**src/rtl/bist_pkg.sv**
```systemverilog
`timescale 1ns/1ps
package bist_pkg;
  typedef enum logic [1:0] {
    PH_IDLE = 2'd0,
    PH_RUN  = 2'd1,
    PH_DONE = 2'd2
  } bist_phase_e;
endpackage

```
**src/rtl/bist_patgen.sv**
```systemverilog
`timescale 1ns/1ps
module bist_patgen #(
  parameter int unsigned PG_W = 3,
  parameter logic [PG_W-1:0] GEN_TAPS = 3'b110
) (
  input  logic            clk,
  input  logic            rst_n,
  input  logic            load,
  input  logic [PG_W-1:0] seed,
  input  logic            advance,
  output logic [PG_W-1:0] state
);
  logic            feedback;
  logic [PG_W-1:0] seed_safe;

  assign feedback  = ^(state & GEN_TAPS);
  assign seed_safe = (seed == '0) ? PG_W'(1) : seed;

  always_ff @(posedge clk) begin
    if (!rst_n) begin
      state <= '0;
    end else if (load) begin
      state <= seed_safe;
    end else if (advance) begin
      state <= {state[PG_W-2:0], feedback};
    end
  end
endmodule

```
**src/rtl/bist_misr.sv**
```systemverilog
`timescale 1ns/1ps
module bist_misr #(
  parameter int unsigned SIG_W = 3,
  parameter int unsigned RSP_W = 3,
  parameter logic [SIG_W-1:0] MISR_POLY = 3'b011
) (
  input  logic             clk,
  input  logic             rst_n,
  input  logic             clear,
  input  logic             enable,
  input  logic [RSP_W-1:0] din,
  output logic [SIG_W-1:0] sig,
  output logic [SIG_W-1:0] sig_next
);
  logic [SIG_W-1:0] din_ext;
  logic [SIG_W-1:0] fold;

  generate
    if (RSP_W < SIG_W) begin : g_pad
      assign din_ext = {{(SIG_W-RSP_W){1'b0}}, din};
    end else begin : g_full
      assign din_ext = din[SIG_W-1:0];
    end
  endgenerate

  assign fold     = sig[SIG_W-1] ? MISR_POLY : '0;
  assign sig_next = {sig[SIG_W-2:0], 1'b0} ^ fold ^ din_ext;

  always_ff @(posedge clk) begin
    if (!rst_n) begin
      sig <= '0;
    end else if (clear) begin
      sig <= '0;
    end else if (enable) begin
      sig <= sig_next;
    end
  end
endmodule

```
**src/rtl/bist_ctrl.sv**
```systemverilog
`timescale 1ns/1ps
module bist_ctrl
  import bist_pkg::*;
#(
  parameter int unsigned CNT_W = 16,
  parameter int unsigned SIG_W = 3
) (
  input  logic             clk,
  input  logic             rst_n,
  input  logic             start,
  input  logic [CNT_W-1:0] pat_count,
  input  logic [SIG_W-1:0] sig_next,
  input  logic [SIG_W-1:0] expect_sig,
  output logic             running,
  output logic             done,
  output logic             pass,
  output logic             fail
);
  bist_phase_e      phase;
  logic [CNT_W-1:0] remain;
  logic             last_pat;
  logic             empty_run;
  logic             final_match;

  assign running     = (phase == PH_RUN);
  assign last_pat    = running && (remain == CNT_W'(1));
  assign empty_run   = (pat_count == '0);
  assign final_match = (sig_next == expect_sig);

  always_ff @(posedge clk) begin
    if (!rst_n) begin
      phase  <= PH_IDLE;
      remain <= '0;
      done   <= 1'b0;
      pass   <= 1'b0;
      fail   <= 1'b0;
    end else if (start) begin
      remain <= pat_count;
      if (empty_run) begin
        phase <= PH_DONE;
        done  <= 1'b1;
        pass  <= (expect_sig == '0);
        fail  <= (expect_sig != '0);
      end else begin
        phase <= PH_RUN;
        done  <= 1'b0;
        pass  <= 1'b0;
        fail  <= 1'b0;
      end
    end else if (running) begin
      remain <= remain - 1'b1;
      if (last_pat) begin
        phase <= PH_DONE;
        done  <= 1'b1;
        pass  <= final_match;
        fail  <= !final_match;
      end
    end
  end
endmodule

```
**src/rtl/bist_engine.sv**
```systemverilog
`timescale 1ns/1ps
module bist_engine #(
  parameter int unsigned PG_W  = 3,
  parameter int unsigned SIG_W = 3,
  parameter int unsigned RSP_W = 3,
  parameter int unsigned CNT_W = 16,
  parameter logic [PG_W-1:0]  GEN_TAPS  = 3'b110,
  parameter logic [SIG_W-1:0] MISR_POLY = 3'b011
) (
  input  logic             clk,
  input  logic             rst_n,
  input  logic             start,
  input  logic [PG_W-1:0]  seed,
  input  logic [CNT_W-1:0] pat_count,
  input  logic [SIG_W-1:0] expect_sig,
  output logic [PG_W-1:0]  stim_data,
  output logic             stim_valid,
  input  logic [RSP_W-1:0] rsp_data,
  output logic [SIG_W-1:0] signature,
  output logic             done,
  output logic             pass,
  output logic             fail
);
  logic             running;
  logic [SIG_W-1:0] sig_next;
  logic             step;

  assign step       = running && !start;
  assign stim_valid = running;

  bist_patgen #(
    .PG_W(PG_W), .GEN_TAPS(GEN_TAPS)
  ) u_gen (
    .clk(clk), .rst_n(rst_n), .load(start), .seed(seed),
    .advance(step), .state(stim_data)
  );

  bist_misr #(
    .SIG_W(SIG_W), .RSP_W(RSP_W), .MISR_POLY(MISR_POLY)
  ) u_misr (
    .clk(clk), .rst_n(rst_n), .clear(start), .enable(step),
    .din(rsp_data), .sig(signature), .sig_next(sig_next)
  );

  bist_ctrl #(
    .CNT_W(CNT_W), .SIG_W(SIG_W)
  ) u_ctrl (
    .clk(clk), .rst_n(rst_n), .start(start), .pat_count(pat_count),
    .sig_next(sig_next), .expect_sig(expect_sig),
    .running(running), .done(done), .pass(pass), .fail(fail)
  );
endmodule

```
**config.mk**
```make
export PLATFORM = sky130hd
export DESIGN_NAME = bist_engine
export DESIGN_NICKNAME = d
export VERILOG_FILES = /design/src/rtl/bist_pkg.sv /design/src/rtl/bist_patgen.sv /design/src/rtl/bist_misr.sv /design/src/rtl/bist_ctrl.sv /design/src/rtl/bist_engine.sv
export SDC_FILE = /design/constraint.sdc
export NUM_CORES = 1
export LEC_CHECK = 0
export ABC_AREA = 1
export BUFFER_PORTS_ARGS = -buffer_cell sky130_fd_sc_hd__clkbuf_2
export CAP_MARGIN = 20
export CORE_MARGIN = 5
export CORE_UTILIZATION = 51
export CTS_BUF_LIST = sky130_fd_sc_hd__clkbuf_8
export CTS_CLUSTER_DIAMETER = 150
export CTS_CLUSTER_SIZE = 25
export DETAILED_ROUTE_END_ITERATION = 7
export PLACE_DENSITY = 0.75
export SLEW_MARGIN = 5
export SYNTH_ARGS = -nofsm -noshare
export SYNTH_HDL_FRONTEND = slang
export SYNTH_HIERARCHICAL = 1
export SYNTH_SLANG_ARGS = --single-unit
export TNS_END_PERCENT = 1
```
**constraint.sdc**
```tcl
create_clock -name clk -period 1.3 [get_ports clk]
set_clock_uncertainty 0.15 [all_clocks]
set_input_delay 0 -clock clk [delete_from_list [all_inputs] [get_ports clk]]
set_output_delay 0 -clock clk [all_outputs]
set_load 0.05 [all_outputs]
```
## Word-level counts from Yosys, hierarchy flattened

Cells that the tools add are included.

- Input bits: 28
- Logic and storage cells: 50
- Register bits after elaboration: 27

- Bitwise gates (word level): 3
- $add $sub $neg: 1
- Reductions and logical operators: 14
- Eq/ne operators: 3
- Mux-type cells: 22

Operators with widths:

| kind | number |
|---|---|
| $mux 16 | 2 |
| $eq 16x1->1 const B | 1 |
| $logic_not 16->1 | 1 |
| $sub 16x1->16 const B | 1 |
| $mux 1 | 12 |
| $mux 2 | 5 |
| $mux 3 | 3 |
| $logic_not 3->1 | 2 |
| $reduce_bool 2->1 | 3 |
| $xor 3x3->3 | 2 |
| $eq 3x3->1 | 1 |
| $reduce_bool 3->1 | 1 |
| $reduce_xor 3->1 | 1 |
| $eq 2x1->1 const B | 1 |
| $logic_and 1x1->1 | 2 |
| $logic_not 1->1 | 2 |
| $reduce_and 2->1 | 1 |
| $reduce_or 2->1 | 1 |
| $not 1->1 | 1 |

## Logic depth before layout (Yosys ltp)

Gate-level depths: netlist (run 1).

- Depth after elaboration: 8
- Gate-level depth with buffers: 12
- Gate-level depth less buffers: 12

## By module

Netlist (run 1), hierarchy kept.

By module, submodules not included:

| module | cells each | seq. area each (um2) | area an instance (um2) | times used |
|---|---|---|---|---|
| bist_ctrl | 237 | 400.4 | 1458.9 | 1 |
| bist_misr | 28 | 60.1 | 188.9 | 1 |
| bist_patgen | 27 | 60.1 | 173.9 | 1 |
| bist_engine | 2 | 0.0 | 10.0 | 1 |

## Least setup slack after synthesis (run 1)

No wires, ideal clock.

- Kind: register to register
- From: register u_ctrl.phase[1]
- To: register u_gen.state[2]
- Data required time: 1.077 ns
- Path slack: -0.675 ns
- Period minus slack after synthesis: 1.975 ns
- Cell stages (with the launch flop): 10
- Arrival: 1.752 ns
- Cells stage by stage: dfxtp_1 -> inv_1 -> nand2_1 -> inv_1 -> inv_1 -> nor2_2 -> inv_1 -> nand2_2 -> nor2_1 -> nor3_2

- Word-level cells in the longest chain between the ends: 3

RTL lines:

| item | line | text |
|---|---|---|
| from (decl) | bist_ctrl.sv:19 | `bist_phase_e phase;` |
| from (signal assigned) | bist_ctrl.sv:32 | `phase <= PH_IDLE;` |
| from (signal assigned) | bist_ctrl.sv:40 | `phase <= PH_DONE;` |
| from (signal assigned) | bist_ctrl.sv:45 | `phase <= PH_RUN;` |
| $eq 2x1->1 | bist_ctrl.sv:25 | `assign running = (phase == PH_RUN);` |
| named net stim_valid | bist_engine.sv:17 | `output logic stim_valid,` |
| $logic_and 1x1->1 | bist_engine.sv:28 | `assign step = running && !start;` |
| named net step | bist_engine.sv:26 | `logic step;` |
| $reduce_bool 2->1 (no line) | - |  |
| to (signal assigned) | bist_patgen.sv:23 | `state <= seed_safe;` |
| to (signal assigned) | bist_patgen.sv:25 | `state <= {state[PG_W-2:0], feedback};` |
| to (decl) | bist_patgen.sv:11 | `output logic [PG_W-1:0] state` |

The timed path passes the listed nets, and every way through them passes these cells.
A chain may end at the register's enable or synchronous reset.

## Worst setup path after layout (run 1)

- From: register u_ctrl.remain[0]
- To: register u_ctrl.remain[10]

- Word-level cells in the longest chain between the ends: 3

RTL lines:

| item | line | text |
|---|---|---|
| from (decl) | bist_ctrl.sv:20 | `logic [CNT_W-1:0] remain;` |
| from (signal assigned) | bist_ctrl.sv:38 | `remain <= pat_count;` |
| from (signal assigned) | bist_ctrl.sv:51 | `remain <= remain - 1'b1;` |
| $sub 16x1->16 | bist_ctrl.sv:51 |  |
| $mux 16 | bist_ctrl.sv:50 | `end else if (running) begin` |
| $mux 16 | bist_ctrl.sv:37 | `end else if (start) begin` |

No other way between the ends. The select of a mux whose other input is x is not followed.

==> tab_implementation.tex, run 1 <==
\begin{tabular}{lr}
\hline
Metric & Value \\
\hline
\multicolumn{2}{l}{\textbf{Clocking}} \\
\quad Cell chosen for the clock root & clkbuf\_8 \\
\quad Clock-pin slew of the registers on the worst-case setup and hold paths & 0.09 ns \\
\quad H-tree depth & 1 \\
\quad CTS tree & yes \\
\quad Number of buffers created by CTS & 3 \\
\quad CTS Sinks & 26 \\
\quad Clock latency on the worst-skew pair & 0.28 ns \\
\quad Max clock buf depth & 2 \\
\multicolumn{2}{l}{\textbf{Setup path}} \\
\quad Worst setup path category & register to register \\
\quad Element type at the critical path end & register \\
\quad Worst Path Max Fanout & 3 \\
\quad Element type at the critical path start & register \\
\quad RR Endpoint & u\_ctrl/remain[10]\$\_SDFFE\_PN0P\_ \\
\quad R2R Setup Slk & -0.15 ns \\
\quad Endpoint arrival time on the critical path & 1.48 ns \\
\quad Origin of the critical flop-to-flop path & u\_ctrl/remain[0]\$\_SDFFE\_PN0P\_ \\
\quad Cell depth of the worst flop-to-flop path & 9 \\
\quad Data required time of the worst path & 1.33 ns \\
\multicolumn{2}{l}{\textbf{Pwr}} \\
\quad Power spent charging and discharging nets & 0.000835 W \\
\quad IR Drop Worst-Case VDD & 0.000719 V \\
\quad Switching power share of the total & 36.8\% \\
\quad Power share of the combinational group & 39.0\% \\
\quad Static power due to leakage & 1.39 nW \\
\quad Sequential cell fraction of total power & 39.8\% \\
\quad Pint & 0.00144 W \\
\quad Total power & 0.00227 W \\
\quad Power density over the cells & 820 mW/mm² \\
\quad Share of total power in the clock network & 21.2\% \\
\multicolumn{2}{l}{\textbf{Routing}} \\
\quad DR vias/cell & 5.25 \\
\quad DRC violation count after routing & 0 \\
\quad Router iterations before antenna repair & 5 \\
\quad Post-Route WL & 6030 µm \\
\quad Antenna Violating Nets Remaining & 0 \\
\quad Average routed wire per standard cell & 13.8 µm \\
\quad Via count & 2,287 \\
\quad Number of DRC markers in iteration 0 & 282 \\
\multicolumn{2}{l}{\textbf{Synth}} \\
\quad Count of cell types in the netlist & 31 \\
\quad Synth area leaders & dfxtp\_1, nand2\_1, inv\_1 \\
\quad Average cell area after synthesis & 6.23 µm² \\
\quad Number of warnings issued by yosys & 6 \\
\quad Sequential fraction of the synthesis area & 28.4\% \\
\quad Net count of the mapped netlist & 324 \\
\quad Flip-flop and latch count after synthesis & 26 \\
\quad Yosys top cell area share & 28.4\% \\
\quad Synthesized netlist cell count & 294 \\
\quad Cell type with the highest aggregate area in the netlist & dfxtp\_1 \\
\quad Post-Syn Area & 0.00183 mm² \\
\multicolumn{2}{l}{\textbf{Floorplan}} \\
\quad Die height & 69.9 µm \\
\quad Horizontal die dimension & 69.9 µm \\
\quad Core region area & 0.00342 mm² \\
\quad Full die area & 0.00489 mm² \\
\quad Std cell rows & 21 \\
\quad Starting utilization of the core area & 53.6\% \\
\quad I/O pin count & 38 \\
\multicolumn{2}{l}{\textbf{STA}} \\
\quad Achievable frequency & 688 MHz \\
\quad Number of endpoints with negative hold slack in the final report & 2 \\
\quad Fin Hold WS & -0.0142 ns \\
\quad Count of final max-slew check failures & 0 \\
\quad Worst Tran Pin Value & 0.294 ns \\
\quad Post-route minimum period & 1.45 ns \\
\quad Worst setup margin & -0.155 ns \\
\quad Count of final setup violators & 18 \\
\quad Crit share post-route & 112\% \\
\quad Setup repair after global routing missed its margin & yes \\
\quad Max\_slew headroom & 80.5\% \\
\multicolumn{2}{l}{\textbf{Layout}} \\
\quad Area Overhead vs Synth & 51.4\% \\
\quad Number of standard cells in the layout, taps in and fillers out & 436 \\
\quad Final Net Count & 421 \\
\quad Antenna cell count & 0 \\
\quad Share of post-route cells with drive strength above 1 & 38.5\% \\
\quad Post-route cell area & 0.00277 mm² \\
\quad Filler cells & 209 \\
\quad Share of the core filled with cells & 81.2\% \\
\multicolumn{2}{l}{\textbf{GRT}} \\
\quad Pin count of the biggest net entering global routing & 18 \\
\quad Number of antenna violations at the first check in global routing & 0 \\
\quad Gr usage total & 23.0\% \\
\quad Sum of overflow across all layers after global routing & 0 \\
\quad First-pass GRT wire length & 9290 µm \\
\quad Via count of the first global-routing pass & 2,149 \\
\multicolumn{2}{l}{\textbf{Worst hold path}} \\
\quad Endpoint with the worst hold slack & u\_ctrl/fail\$\_SDFFE\_PN0P\_ \\
\quad Hold Path Stages & 5 \\
\quad Worst Min Path Start & expect\_sig[0] \\
\quad Worst min path class & input pin to register \\
\multicolumn{2}{l}{\textbf{Placement}} \\
\quad Count of buffers from port buffering & 37 \\
\quad Half-perimeter wire length after placement & 3750 µm \\
\quad Gpl congestion & 0.813 \\
\quad Placed cell count & 409 \\
\quad Placed cell area & 0.00235 mm² \\
\multicolumn{2}{l}{\textbf{Status}} \\
\quad Run status & complete, but fails checks \\
\quad Failing checks & hold timing, setup timing \\
\multicolumn{2}{l}{\textbf{Job}} \\
\quad Reported max-cap violation count & 0 \\
\hline
\end{tabular}
-- metrics by stage --
step	setup slack, ns	setup TNS, ns
floorplan	-0.263	-2.24
global placement	-0.131	-1.06
detailed placement	-0.115	-1.48
CTS	-0.0890	-0.952
global route	-0.205	-3.03
finish	-0.155	-1.22
-- synth_stat cells (all sizes together) --
library cell and number:
nand2 80, inv 58, nor2 41, dfxtp 26
nand3 26, a21oi 18, o21ai 12, nor3 5
o22ai 5, xor2 5, a31oi 4, nand4 4
buf 3, ha 2, a2bb2oi 1, clkbuf 1
clkinv 1, o211ai 1, xnor2 1
-- per-layer routing --
layer  up-vias  share of wire [%]  global-route usage, %
met5         -                  0                      0
met4         0                3.6                   10.9
met3        25                6.2                   6.03
met2       109                 50                   39.1
met1      1043                 40                   26.8
li1       1110                  -                      -
-- logic make-up (layout without fill, tap and decap cells) --
kind of cell,count (synthesis),count (layout),share of synthesized area (%)
AOI/OAI and AO/OA,41,41,12.6
and+or+nand+nor,156,156,41.3
xor gates and xnor gates,6,6,3.28
buffers and inverters,63,159,13.1
adders and majority gates,2,2,1.37
DFF,26,26,28.4
-- cell usage in the layout, fill, tap and decap left out, types with 5 or more instances in the layout --
master	count
nand2_1	66
inv_1	45
buf_4	37
clkbuf_2	36
nor2_1	29
dlygate4sd3_1	21
nand3_1	18
dfxtp_1	16
nand2_2	12
a21oi_1	12
inv_2	8
nor2_4	7
o21ai_1	7
dfxtp_2	7
nand3_2	6
a21oi_2	6
o22ai_1	5
-- area by class of cell --
| type | instances | area [µm²] | share of cell area, % |
|---|---|---|---|
| Multi-Input combinational cell | 205 | 1190 | 43.1 |
| Timing Repair Buffer | 96 | 694 | 25.0 |
| Sequential cell | 26 | 541 | 19.5 |
| Inverter | 59 | 240 | 8.66 |
| Tap cell | 46 | 57.6 | 2.08 |
| Clock buffer | 3 | 41.3 | 1.49 |
| Clock inverter | 1 | 3.75 | 0.135 |
-- flip-flops by register name (all words and copies together), names as in the netlist --
register,count
u_gen/state,3
u_misr/sig,3
u_ctrl/pass,1
u_ctrl/phase,2
u_ctrl/fail,1
u_ctrl/remain,16
-- repair_timing --
item / CTS / global route
endpoints found under the setup margin: 25 / 27
buffers inserted: 1 / 1
hold buffers: 21 / 0
pin swaps: 13 / 11
hold endpoints to repair: 23 / 0
gates resized for setup: 30 / 19
-- how the worst max path moves through the flow --
stage,start,end,slack (ns)
floorplan,u_ctrl/phase[1]$_SDFFE_PN0P_,u_gen/state[2]$_SDFFE_PN0P_,-0.26
global placement,u_ctrl/remain[1]$_SDFFE_PN0P_,u_ctrl/pass$_SDFFE_PN0P_,-0.13
detailed placement,u_ctrl/remain[0]$_SDFFE_PN0P_,u_ctrl/remain[10]$_SDFFE_PN0P_,-0.12
CTS,u_ctrl/remain[1]$_SDFFE_PN0P_,u_ctrl/pass$_SDFFE_PN0P_,-0.09
global route,u_misr/sig[2]$_SDFFE_PP0P_,u_ctrl/pass$_SDFFE_PN0P_,-0.21
finish,u_ctrl/remain[0]$_SDFFE_PN0P_,u_ctrl/remain[10]$_SDFFE_PN0P_,-0.15
-- worst max-delay path, stage by stage, from the launching register on --
cell     delay, ns
dfxtp_4       0.38
inv_4         0.07
ha_4          0.14
nand2_2       0.09
nor2_4        0.13
nand4_1       0.10
nand2_1       0.09
inv_1         0.05
nor2_1        0.11
nor2_1        0.06
-- power groups by stage --
stage                     logic, W  registers (W)  clock network (W)
after floorplan           0.000424       0.000964                  0
after global placement    0.000725       0.000914                  0
after detailed placement  0.000733       0.000914                  0
after CTS                 0.000821       0.000902           0.000491
after global routing      0.000956       0.000912           0.000529
final                     0.000885       0.000905           0.000482
Power figures use the tool's default switching activity.
==> inputs of run 2 (changes only) <==
Settings changed: ABC_AREA 1 to default, CORE_ASPECT_RATIO from default to 1.75, CORE_UTILIZATION 51 to 49, PLACE_DENSITY 0.75 to 0.74.
==> run 2 against run 1 <==
The flow finishes with violations (setup timing); global-route usage shrank 0.16 points; setup slack lost 0.55 ns; first-iteration DRC count shrank 86%; register-to-register slack lost 0.55 ns; hold slack gained 0.040 ns; combinational power shrank 26%; sequential share of layout area grew 3.6 points; final cell count shrank 34%; sequential cell count is the same; sequential power shrank 0.7%; cell area shrank 16%; fmax shrank 27%; critical endpoint is now u_ctrl/pass$_SDFFE_PN0P_; largest power group unchanged.
==> tab_implementation.tex, run 2 <==
\begin{tabular}{lr}
\hline
Metric & Value \\
\hline
\multicolumn{2}{l}{\textbf{STA}} \\
\quad Count of final max-slew check failures & 0 (unchanged) \\
\quad Max\_slew headroom & 71.0\% (was 80.5\%) \\
\quad Worst Tran Pin Value & 0.431 ns (was 0.294 ns) \\
\quad Count of final setup violators & 26 (was 18) \\
\quad Crit share post-route & 154\% (was 112\%) \\
\quad Achievable frequency & 500 MHz (was 688 MHz) \\
\quad Setup repair after global routing missed its margin & yes (unchanged) \\
\quad Worst setup margin & -0.701 ns (was -0.155 ns) \\
\quad Post-route minimum period & 2.00 ns (was 1.45 ns) \\
\quad Number of endpoints with negative hold slack in the final report & 0 (was 2) \\
\multicolumn{2}{l}{\textbf{Synth}} \\
\quad Multiplexer share of the synthesized area & 3.33\% (was 0\%) \\
\quad Dominant synthesized flop cell & dfxtp\_1 (unchanged) \\
\quad Cell type with the highest aggregate area in the netlist & dfxtp\_1 (unchanged) \\
\quad Post-synth EDFFs & 0 (unchanged) \\
\quad Synth area leaders & dfxtp\_1, xnor2\_1, xor2\_1 (was dfxtp\_1, nand2\_1, inv\_1) \\
\quad Fraction of the mapped netlist area in adder cells & 1.67\% (was 1.37\%) \\
\quad Largest family of logic cells by synthesized area & simple AND/OR/NAND/NOR gates (unchanged) \\
\quad Synthesized netlist cell count & 170 (was 294) \\
\quad Library cell with the highest instance count after synthesis & dfxtp\_1 (was nand2\_1) \\
\quad Leading cell types by count after synthesis & dfxtp\_1, nand2\_1, a21oi\_1, nor2\_1, o21ai\_0 (was nand2\_1, inv\_1, nor2\_1) \\
\quad Flip-flop and latch count after synthesis & 26 (unchanged) \\
\quad Yosys top cell area share & 34.7\% (was 28.4\%) \\
\quad Average cell area after synthesis & 8.83 µm² (was 6.23 µm²) \\
\quad Sequential fraction of the synthesis area & 34.7\% (was 28.4\%) \\
\quad Parity-gate share of the synthesized area counting xor and xnor cells & 10.4\% (was 3.28\%) \\
\quad Count of cell types in the netlist & 43 (was 31) \\
\quad Number of warnings issued by yosys & 6 (unchanged) \\
\quad Synthesized-area fraction occupied by and/or/nand/nor cells & 25.2\% (was 41.3\%) \\
\quad Fraction of synthesis flops using an asynchronous set or reset pin & 0\% (unchanged) \\
\quad Post-Syn Area & 0.00150 mm² (was 0.00183 mm²) \\
\quad Area fraction in compound gates after synthesis & 20.4\% (was 12.6\%) \\
\quad Net count of the mapped netlist & 200 (was 324) \\
\multicolumn{2}{l}{\textbf{Pwr}} \\
\quad Power density over the cells & 862 mW/mm² (was 820 mW/mm²) \\
\quad Total power & 0.00200 W (was 0.00227 W) \\
\quad Sequential cell fraction of total power & 45.0\% (was 39.8\%) \\
\quad Power share of the combinational group & 32.8\% (was 39.0\%) \\
\quad Static power due to leakage & 1.05 nW (was 1.39 nW) \\
\quad Pint & 0.00139 W (was 0.00144 W) \\
\quad Switching power share of the total & 30.3\% (was 36.8\%) \\
\quad Share of total power in the clock network & 22.3\% (was 21.2\%) \\
\quad Power spent charging and discharging nets & 0.000605 W (was 0.000835 W) \\
\quad IR Drop Worst-Case VDD & 0.000728 V (was 0.000719 V) \\
\multicolumn{2}{l}{\textbf{Placement}} \\
\quad Count of buffers from port buffering & 37 (unchanged) \\
\quad Gpl congestion & 0.867 (was 0.813) \\
\quad Half-perimeter wire length after placement & 3360 µm (was 3750 µm) \\
\quad Placed cell area & 0.00201 mm² (was 0.00235 mm²) \\
\multicolumn{2}{l}{\textbf{Routing}} \\
\quad Number of DRC markers in iteration 0 & 40 (was 282) \\
\quad Met2 WL post-DR & 2770 µm (was 3020 µm) \\
\quad Via count & 1,627 (was 2,287) \\
\quad Max Used Layer & met4 (unchanged) \\
\quad Met1 wire length & 1640 µm (was 2420 µm) \\
\quad Post-Route WL & 4700 µm (was 6030 µm) \\
\quad DR vias/cell & 5.63 (was 5.25) \\
\quad Router iterations before antenna repair & 4 (was 5) \\
\quad DRC violation count after routing & 0 (unchanged) \\
\quad Average routed wire per standard cell & 16.3 µm (was 13.8 µm) \\
\quad Sum of met3 wire segment lengths after detailed routing & 177 µm (was 374 µm) \\
\quad Antenna Violating Nets Remaining & 0 (unchanged) \\
\multicolumn{2}{l}{\textbf{Layout}} \\
\quad Antenna cell count & 0 (unchanged) \\
\quad Most common library cell in the layout ignoring fill and taps & buf\_4 (was nand2\_1) \\
\quad Commonest cells after routing, fill and taps aside & buf\_4, clkbuf\_2, dlygate4sd3\_1 (was nand2\_1, inv\_1, buf\_4) \\
\quad Largest registers & u\_ctrl/remain x16, u\_gen/state x3, u\_misr/sig x3 (unchanged) \\
\quad Flip-flop count of the largest register, all copies and words added & 16 (unchanged) \\
\quad Final Net Count & 293 (was 421) \\
\quad Post-route cell area & 0.00232 mm² (was 0.00277 mm²) \\
\quad Area Overhead vs Synth & 54.4\% (was 51.4\%) \\
\quad Register with the highest flop count & u\_ctrl/remain (unchanged) \\
\quad Share of post-route cells with drive strength above 1 & 40.6\% (was 38.5\%) \\
\quad Share of the core filled with cells & 79.2\% (was 81.2\%) \\
\multicolumn{2}{l}{\textbf{Floorplan}} \\
\quad Horizontal die dimension & 51.8 µm (was 69.9 µm) \\
\quad Core region area & 0.00293 mm² (was 0.00342 mm²) \\
\quad Die height & 83.2 µm (was 69.9 µm) \\
\quad Full die area & 0.00431 mm² (was 0.00489 mm²) \\
\quad Starting utilization of the core area & 51.3\% (was 53.6\%) \\
\quad I/O pin count & 38 (unchanged) \\
\quad Std cell rows & 26 (was 21) \\
\multicolumn{2}{l}{\textbf{Clocking}} \\
\quad Cell chosen for the clock root & clkbuf\_8 (unchanged) \\
\quad H-tree depth & 1 (unchanged) \\
\quad CTS Sinks & 26 (unchanged) \\
\quad Clock-pin slew of the registers on the worst-case setup and hold paths & 0.09 ns (about the same) \\
\quad CTS tree & yes (unchanged) \\
\quad Number of buffers created by CTS & 3 (unchanged) \\
\quad Clock latency on the worst-skew pair & 0.26 ns (was 0.28 ns) \\
\quad Max clock buf depth & 2 (unchanged) \\
\multicolumn{2}{l}{\textbf{GRT}} \\
\quad Via count of the first global-routing pass & 1,781 (was 2,149) \\
\quad Pin count of the biggest net entering global routing & 22 (was 18) \\
\quad Sum of overflow across all layers after global routing & 0 (unchanged) \\
\quad Gr usage total & 22.9\% (was 23.0\%) \\
\quad Number of antenna violations at the first check in global routing & 0 (unchanged) \\
\quad First-pass GRT wire length & 7720 µm (was 9290 µm) \\
\multicolumn{2}{l}{\textbf{Setup path}} \\
\quad Worst setup path category & register to register (unchanged) \\
\quad Element type at the critical path start & register (unchanged) \\
\quad Source of the critical timing path & u\_ctrl/remain[11]\$\_SDFFE\_PN0P\_ (was u\_ctrl/remain[0]\$\_SDFFE\_PN0P\_) \\
\quad Data required time of the worst path & 1.36 ns (was 1.33 ns) \\
\quad Worst Path Max Fanout & 2 (was 3) \\
\quad Element type at the critical path end & register (unchanged) \\
\quad Endpoint arrival time on the critical path & 2.06 ns (was 1.48 ns) \\
\quad Origin of the critical flop-to-flop path & u\_ctrl/remain[11]\$\_SDFFE\_PN0P\_ (was u\_ctrl/remain[0]\$\_SDFFE\_PN0P\_) \\
\quad R2R Setup Slk & -0.70 ns (was -0.15 ns) \\
\multicolumn{2}{l}{\textbf{Status}} \\
\quad Run status & complete, but fails checks (unchanged) \\
\quad Failing checks & setup timing (was hold timing, setup timing) \\
\multicolumn{2}{l}{\textbf{Worst hold path}} \\
\quad Worst Min Path Start & expect\_sig[2] (was expect\_sig[0]) \\
\quad Worst min path class & input pin to register (unchanged) \\
\multicolumn{2}{l}{\textbf{Job}} \\
\quad Reported max-cap violation count & 0 (unchanged) \\
\hline
\end{tabular}
## run 2: metrics by stage
step                      worst slack (ns)  cells  hold slack, ns  setup TNS, ns
after CTS                           -0.687    288          0.0221         -10.27
after detailed placement            -0.711    266           0.108         -10.43
after global routing                -0.788    289          0.0425         -11.42
after floorplan                     -0.710    170         -0.0283         -12.69
final                               -0.701    289          0.0253          -9.37
after global placement              -0.657    266          0.0928          -9.62
## run 2: worst paths after layout
| kind | end | cells past startpoint |
|---|---|---|
| worst max register to register | u_ctrl/pass$_SDFFE_PN0P_ | 5 |
| worst min-delay path | u_ctrl/pass$_SDFFE_PN0P_ | 4 |
| worst max-delay path | u_ctrl/pass$_SDFFE_PN0P_ | 5 |
| worst min register to register | u_ctrl/pass$_SDFFE_PN0P_ | 2 |
## run 2: layout make-up
| class | instances | area (µm²) |
|---|---|---|
| Multi-Input combinational cell | 129 | 978 |
| Timing Repair Buffer | 96 | 702 |
| Fill cell | 203 | 609 |
| Sequential cell | 26 | 536 |
| Clock buffer | 3 | 41.3 |
| Tap cell | 28 | 35.0 |
| Inverter | 7 | 26.3 |
## run 2: routing by layer
layer,vias to the layer above,track usage [%]
li1,792,-
met1,772,22.4
met2,51,44.3
met3,12,3.05
met4,0,9.55
met5,-,0
## run 2: kinds of logic (layout without fill, tap and decap cells)
logic type,Yosys count,after routing
flip-flops,26,26
AO/OA/AOI/OAI,42,42
XOR/XNOR,16,16
multiplexers,5,5
buffers and inverters,15,106
adder cells (fa/ha/maj),2,2
AND/OR/NAND/NOR,64,64
## run 2: power groups by stage
stage	clock network [W]	registers, W	logic [W]
detailed placement	0	0.000909	0.000561
finish	0.000445	0.000899	0.000655
CTS	0.000456	0.000893	0.000626
global placement	0	0.000906	0.000541
global route	0.000493	0.000906	0.000707
floorplan	0	0.000950	0.000268
## run 2: worst max-delay path: stages (launching register included)
cell     delay [ns]
dfxtp_2        0.33
or4_4          0.55
nor4_4         0.21
a41oi_4        0.15
or3b_1         0.41
a21oi_2        0.14
## run 2: what timing repair did
action / 4_1_cts / 5_1_grt
endpoints found under the setup margin: 27 / 27
setup buffers: 0 / 1
gates cloned: 0 / 0
hold buffers: 19 / 0
hold endpoints to repair: 19 / 0
gates resized for setup: 9 / 12
pin swaps: 5 / 5
==> inputs of run 3 (changes only) <==
Settings changed: ABC_AREA from default to 1, CORE_UTILIZATION 49 to 51, PLACE_DENSITY 0.74 to 0.75.
==> run 3 against run 2 <==
Fmax increased by 40%; largest cell class unchanged; final cell count up 49%; the flow still finishes with violations (setup timing); register-to-register slack better by 0.57 ns; hold slack gained 0.00069 ns.
==> tab_implementation.tex, run 3 (synthesis gave the netlist of run 1 again) <==
\begin{tabular}{lr}
\hline
Metric & Value \\
\hline
\multicolumn{2}{l}{\textbf{Status}} \\
\quad Run status & complete, but fails checks (unchanged) \\
\quad Failing checks & setup timing (unchanged) \\
\multicolumn{2}{l}{\textbf{Setup path}} \\
\quad R2R Setup Slk & -0.13 ns (was -0.70 ns) \\
\quad Worst Path Max Fanout & 3 (was 2) \\
\quad Endpoint of the worst setup timing path & u\_ctrl/pass\$\_SDFFE\_PN0P\_ (unchanged) \\
\quad Worst path slowest cell & dfxtp\_2 (was or4\_4) \\
\quad Gate family responsible for the most delay along the worst path & simple AND/OR/NAND/NOR gates (unchanged) \\
\quad Data required time of the worst path & 1.32 ns (was 1.36 ns) \\
\quad Total buffers and inverters traversed by the critical path & 1 (was 0) \\
\quad CP Depth & 9 (was 5) \\
\quad Largest stage delay, worst path & 0.35 ns (was 0.55 ns) \\
\quad Source of the critical timing path & u\_ctrl/remain[1]\$\_SDFFE\_PN0P\_ (was u\_ctrl/remain[11]\$\_SDFFE\_PN0P\_) \\
\quad Origin of the critical flop-to-flop path & u\_ctrl/remain[1]\$\_SDFFE\_PN0P\_ (was u\_ctrl/remain[11]\$\_SDFFE\_PN0P\_) \\
\quad Sequence of cells on the critical path & inv\_4 > ha\_4 > nand3\_2 > nor2\_2 > nand3\_2 > nand2\_2 > nand2\_2 > nand2\_1 > nor2\_1 (was or4\_4 > nor4\_4 > a41oi\_4 > or3b\_1 > a21oi\_2) \\
\quad RR Endpoint & u\_ctrl/pass\$\_SDFFE\_PN0P\_ (unchanged) \\
\quad Element type at the critical path start & register (unchanged) \\
\quad Element type at the critical path end & register (unchanged) \\
\quad Endpoint arrival time on the critical path & 1.46 ns (was 2.06 ns) \\
\quad Worst setup path category & register to register (unchanged) \\
\quad Cell depth of the worst flop-to-flop path & 9 (was 5) \\
\multicolumn{2}{l}{\textbf{Layout}} \\
\quad Commonest cells after routing, fill and taps aside & nand2\_1, inv\_1, clkbuf\_2 (was buf\_4, clkbuf\_2, dlygate4sd3\_1) \\
\quad Largest registers & u\_ctrl/remain x16, u\_gen/state x3, u\_misr/sig x3 (unchanged) \\
\quad Final Net Count & 416 (was 293) \\
\quad Filler cells & 244 (was 203) \\
\quad Most common library cell in the layout ignoring fill and taps & nand2\_1 (was buf\_4) \\
\quad Register with the highest flop count & u\_ctrl/remain (unchanged) \\
\quad Share of the core filled with cells & 80.6\% (was 79.2\%) \\
\quad Antenna cell count & 0 (unchanged) \\
\quad Sequential cell area & 547 µm² (was 536 µm²) \\
\quad Multi-input combinational cell area & 0.00120 mm² (was 978 µm²) \\
\quad Share of post-route cells with drive strength above 1 & 38.7\% (was 40.6\%) \\
\quad Area Overhead vs Synth & 51.2\% (was 54.4\%) \\
\quad Flip-flop count of the largest register, all copies and words added & 16 (unchanged) \\
\multicolumn{2}{l}{\textbf{GRT}} \\
\quad Gr usage total & 24.1\% (was 22.9\%) \\
\quad Number of antenna violations at the first check in global routing & 0 (unchanged) \\
\quad Via count of the first global-routing pass & 2,249 (was 1,781) \\
\quad Pin count of the biggest net entering global routing & 17 (was 22) \\
\quad Sum of overflow across all layers after global routing & 0 (unchanged) \\
\quad First-pass GRT wire length & 9580 µm (was 7720 µm) \\
\multicolumn{2}{l}{\textbf{STA}} \\
\quad Count of final max-slew check failures & 0 (unchanged) \\
\quad Worst Tran Pin Value & 0.286 ns (was 0.431 ns) \\
\quad Achievable frequency & 699 MHz (was 500 MHz) \\
\quad Worst setup margin & -0.131 ns (was -0.701 ns) \\
\quad Setup repair after global routing missed its margin & yes (unchanged) \\
\quad Crit share post-route & 110\% (was 154\%) \\
\quad Post-route minimum period & 1.43 ns (was 2.00 ns) \\
\quad Count of final setup violators & 18 (was 26) \\
\quad Max\_slew headroom & 81.0\% (was 71.0\%) \\
\quad Number of endpoints with negative hold slack in the final report & 0 (unchanged) \\
\multicolumn{2}{l}{\textbf{Clocking}} \\
\quad Clock-pin slew of the registers on the worst-case setup and hold paths & 0.10 ns (was 0.09 ns) \\
\quad H-tree depth & 1 (unchanged) \\
\quad Clock latency on the worst-skew pair & 0.27 ns (was 0.26 ns) \\
\quad Max clock buf depth & 2 (unchanged) \\
\quad Cell chosen for the clock root & clkbuf\_8 (unchanged) \\
\quad CTS tree & yes (unchanged) \\
\quad CTS Sinks & 26 (unchanged) \\
\quad Number of buffers created by CTS & 3 (unchanged) \\
\multicolumn{2}{l}{\textbf{Job}} \\
\quad Reported max-cap violation count & 0 (unchanged) \\
\multicolumn{2}{l}{\textbf{Floorplan}} \\
\quad Die height & 89.3 µm (was 83.2 µm) \\
\quad Horizontal die dimension & 55.3 µm (was 51.8 µm) \\
\quad Starting utilization of the core area & 53.4\% (was 51.3\%) \\
\quad Full die area & 0.00494 mm² (was 0.00431 mm²) \\
\quad Core region area & 0.00343 mm² (was 0.00293 mm²) \\
\quad I/O pin count & 38 (unchanged) \\
\quad Std cell rows & 28 (was 26) \\
\multicolumn{2}{l}{\textbf{Pwr}} \\
\quad Power share of the combinational group & 37.4\% (was 32.8\%) \\
\quad Total power & 0.00231 W (was 0.00200 W) \\
\quad Pint & 0.00149 W (was 0.00139 W) \\
\quad Switching power share of the total & 35.5\% (was 30.3\%) \\
\quad IR Drop Worst-Case VDD & 0.000998 V (was 0.000728 V) \\
\quad Sequential cell fraction of total power & 39.4\% (was 45.0\%) \\
\quad Share of total power in the clock network & 23.2\% (was 22.3\%) \\
\quad Power density over the cells & 834 mW/mm² (was 862 mW/mm²) \\
\quad Power spent charging and discharging nets & 0.000819 W (was 0.000605 W) \\
\quad Static power due to leakage & 1.38 nW (was 1.05 nW) \\
\multicolumn{2}{l}{\textbf{Worst hold path}} \\
\quad Worst min path class & input pin to register (unchanged) \\
\quad Worst Min Path Start & start (was expect\_sig[2]) \\
\multicolumn{2}{l}{\textbf{Routing}} \\
\quad Average routed wire per standard cell & 13.3 µm (was 16.3 µm) \\
\quad Number of DRC markers in iteration 0 & 68 (was 40) \\
\quad Antenna Violating Nets Remaining & 0 (unchanged) \\
\quad Via count & 2,142 (was 1,627) \\
\quad Router iterations before antenna repair & 4 (unchanged) \\
\quad DRC violation count after routing & 0 (unchanged) \\
\quad DR vias/cell & 4.98 (was 5.63) \\
\quad Post-Route WL & 5740 µm (was 4700 µm) \\
\multicolumn{2}{l}{\textbf{Placement}} \\
\quad Count of buffers from port buffering & 37 (unchanged) \\
\quad Gpl congestion & 0.842 (was 0.867) \\
\quad Half-perimeter wire length after placement & 4050 µm (was 3360 µm) \\
\hline
\end{tabular}
run 3: cell count changes in the layout (fill, tap and decap cells not counted), moves of 6 or more:
cell     delta
inv_1      +38
inv_2       +6
inv_4       +6
nand2_1    +53
nand2_2    +11
nand3_1    +15
nand3_2     +7
nor2_1     +19
nor2_4      +7
nor4_1      -7
o211a_1     -6
xnor2_1     -7
run 3: power by group through the flow:
| stage | Clock [W] | Combinational [W] | Sequential (W) |
|---|---|---|---|
| after floorplan | 0 | 0.000424 | 0.000964 |
| after global placement | 0 | 0.000718 | 0.000918 |
| after detailed placement | 0 | 0.000731 | 0.000919 |
| after CTS | 0.000551 | 0.000815 | 0.000910 |
| after global routing | 0.000584 | 0.000950 | 0.000917 |
| final | 0.000536 | 0.000865 | 0.000910 |
run 3: cell type report:
type / count / share of cell area, %
clock buffers: 4 / 1.99
inverters: 59 / 8.68
multi-input cells: 205 / 43.5
flip-flops and latches: 26 / 19.7
well taps: 45 / 2.03
repair buffers: 91 / 24.0
run 3: worst min-delay path: cells and delay by family:
kind,cells,cell delay (ns)
AO/OA/AOI/OAI,1,0.07
AND/OR/NAND/NOR,1,0.08
buffers and inverters,3,0.27
run 3: what timing repair did:
| item | 4_1_cts | 5_1_grt |
|---|---|---|
| pin swaps | 12 | 11 |
| resized for setup | 27 | 27 |
| endpoints found under the hold margin | 22 | 0 |
| buffers inserted | 1 | 1 |
| hold buffers | 21 | 0 |
| endpoints found under the setup margin | 26 | 27 |
run 3: worst min-delay path by stage:
stage                                          to  slack, ns  cells after the start
CTS                    u_misr/sig[1]$_SDFFE_PP0P_      -0.02                      6
finish                 u_misr/sig[2]$_SDFFE_PP0P_       0.03                      5
global route           u_misr/sig[1]$_SDFFE_PP0P_       0.06                      5
global placement    u_ctrl/remain[3]$_SDFFE_PN0P_       0.12                      3
floorplan             u_gen/state[0]$_SDFFE_PN0P_     -0.008                      2
detailed placement  u_ctrl/remain[0]$_SDFFE_PN0P_       0.13                      3
run 3: through the flow:
stage	worst slack, ns	hold slack (ns)	setup TNS (ns)	instances	instance area, µm²
after CTS	-0.129	-0.0199	-0.882	429	2680
after floorplan	-0.263	-0.00824	-2.24	294	1850
after global routing	-0.248	0.0594	-2.82	430	2770
final	-0.131	0.0260	-0.956	430	2770
after global placement	-0.145	0.122	-1.16	403	2320
after detailed placement	-0.157	0.134	-1.72	403	2320
run 3: routing by layer:
layer,wire length (µm),track usage [%],vias to the layer above,share of wire (%)
met5,0,0,-,0
met2,3250,48.4,48,57
li1,-,-,1101,-
met1,2090,23.7,975,36
met4,201,12.8,0,3.5
met3,197,2.89,18,3.4
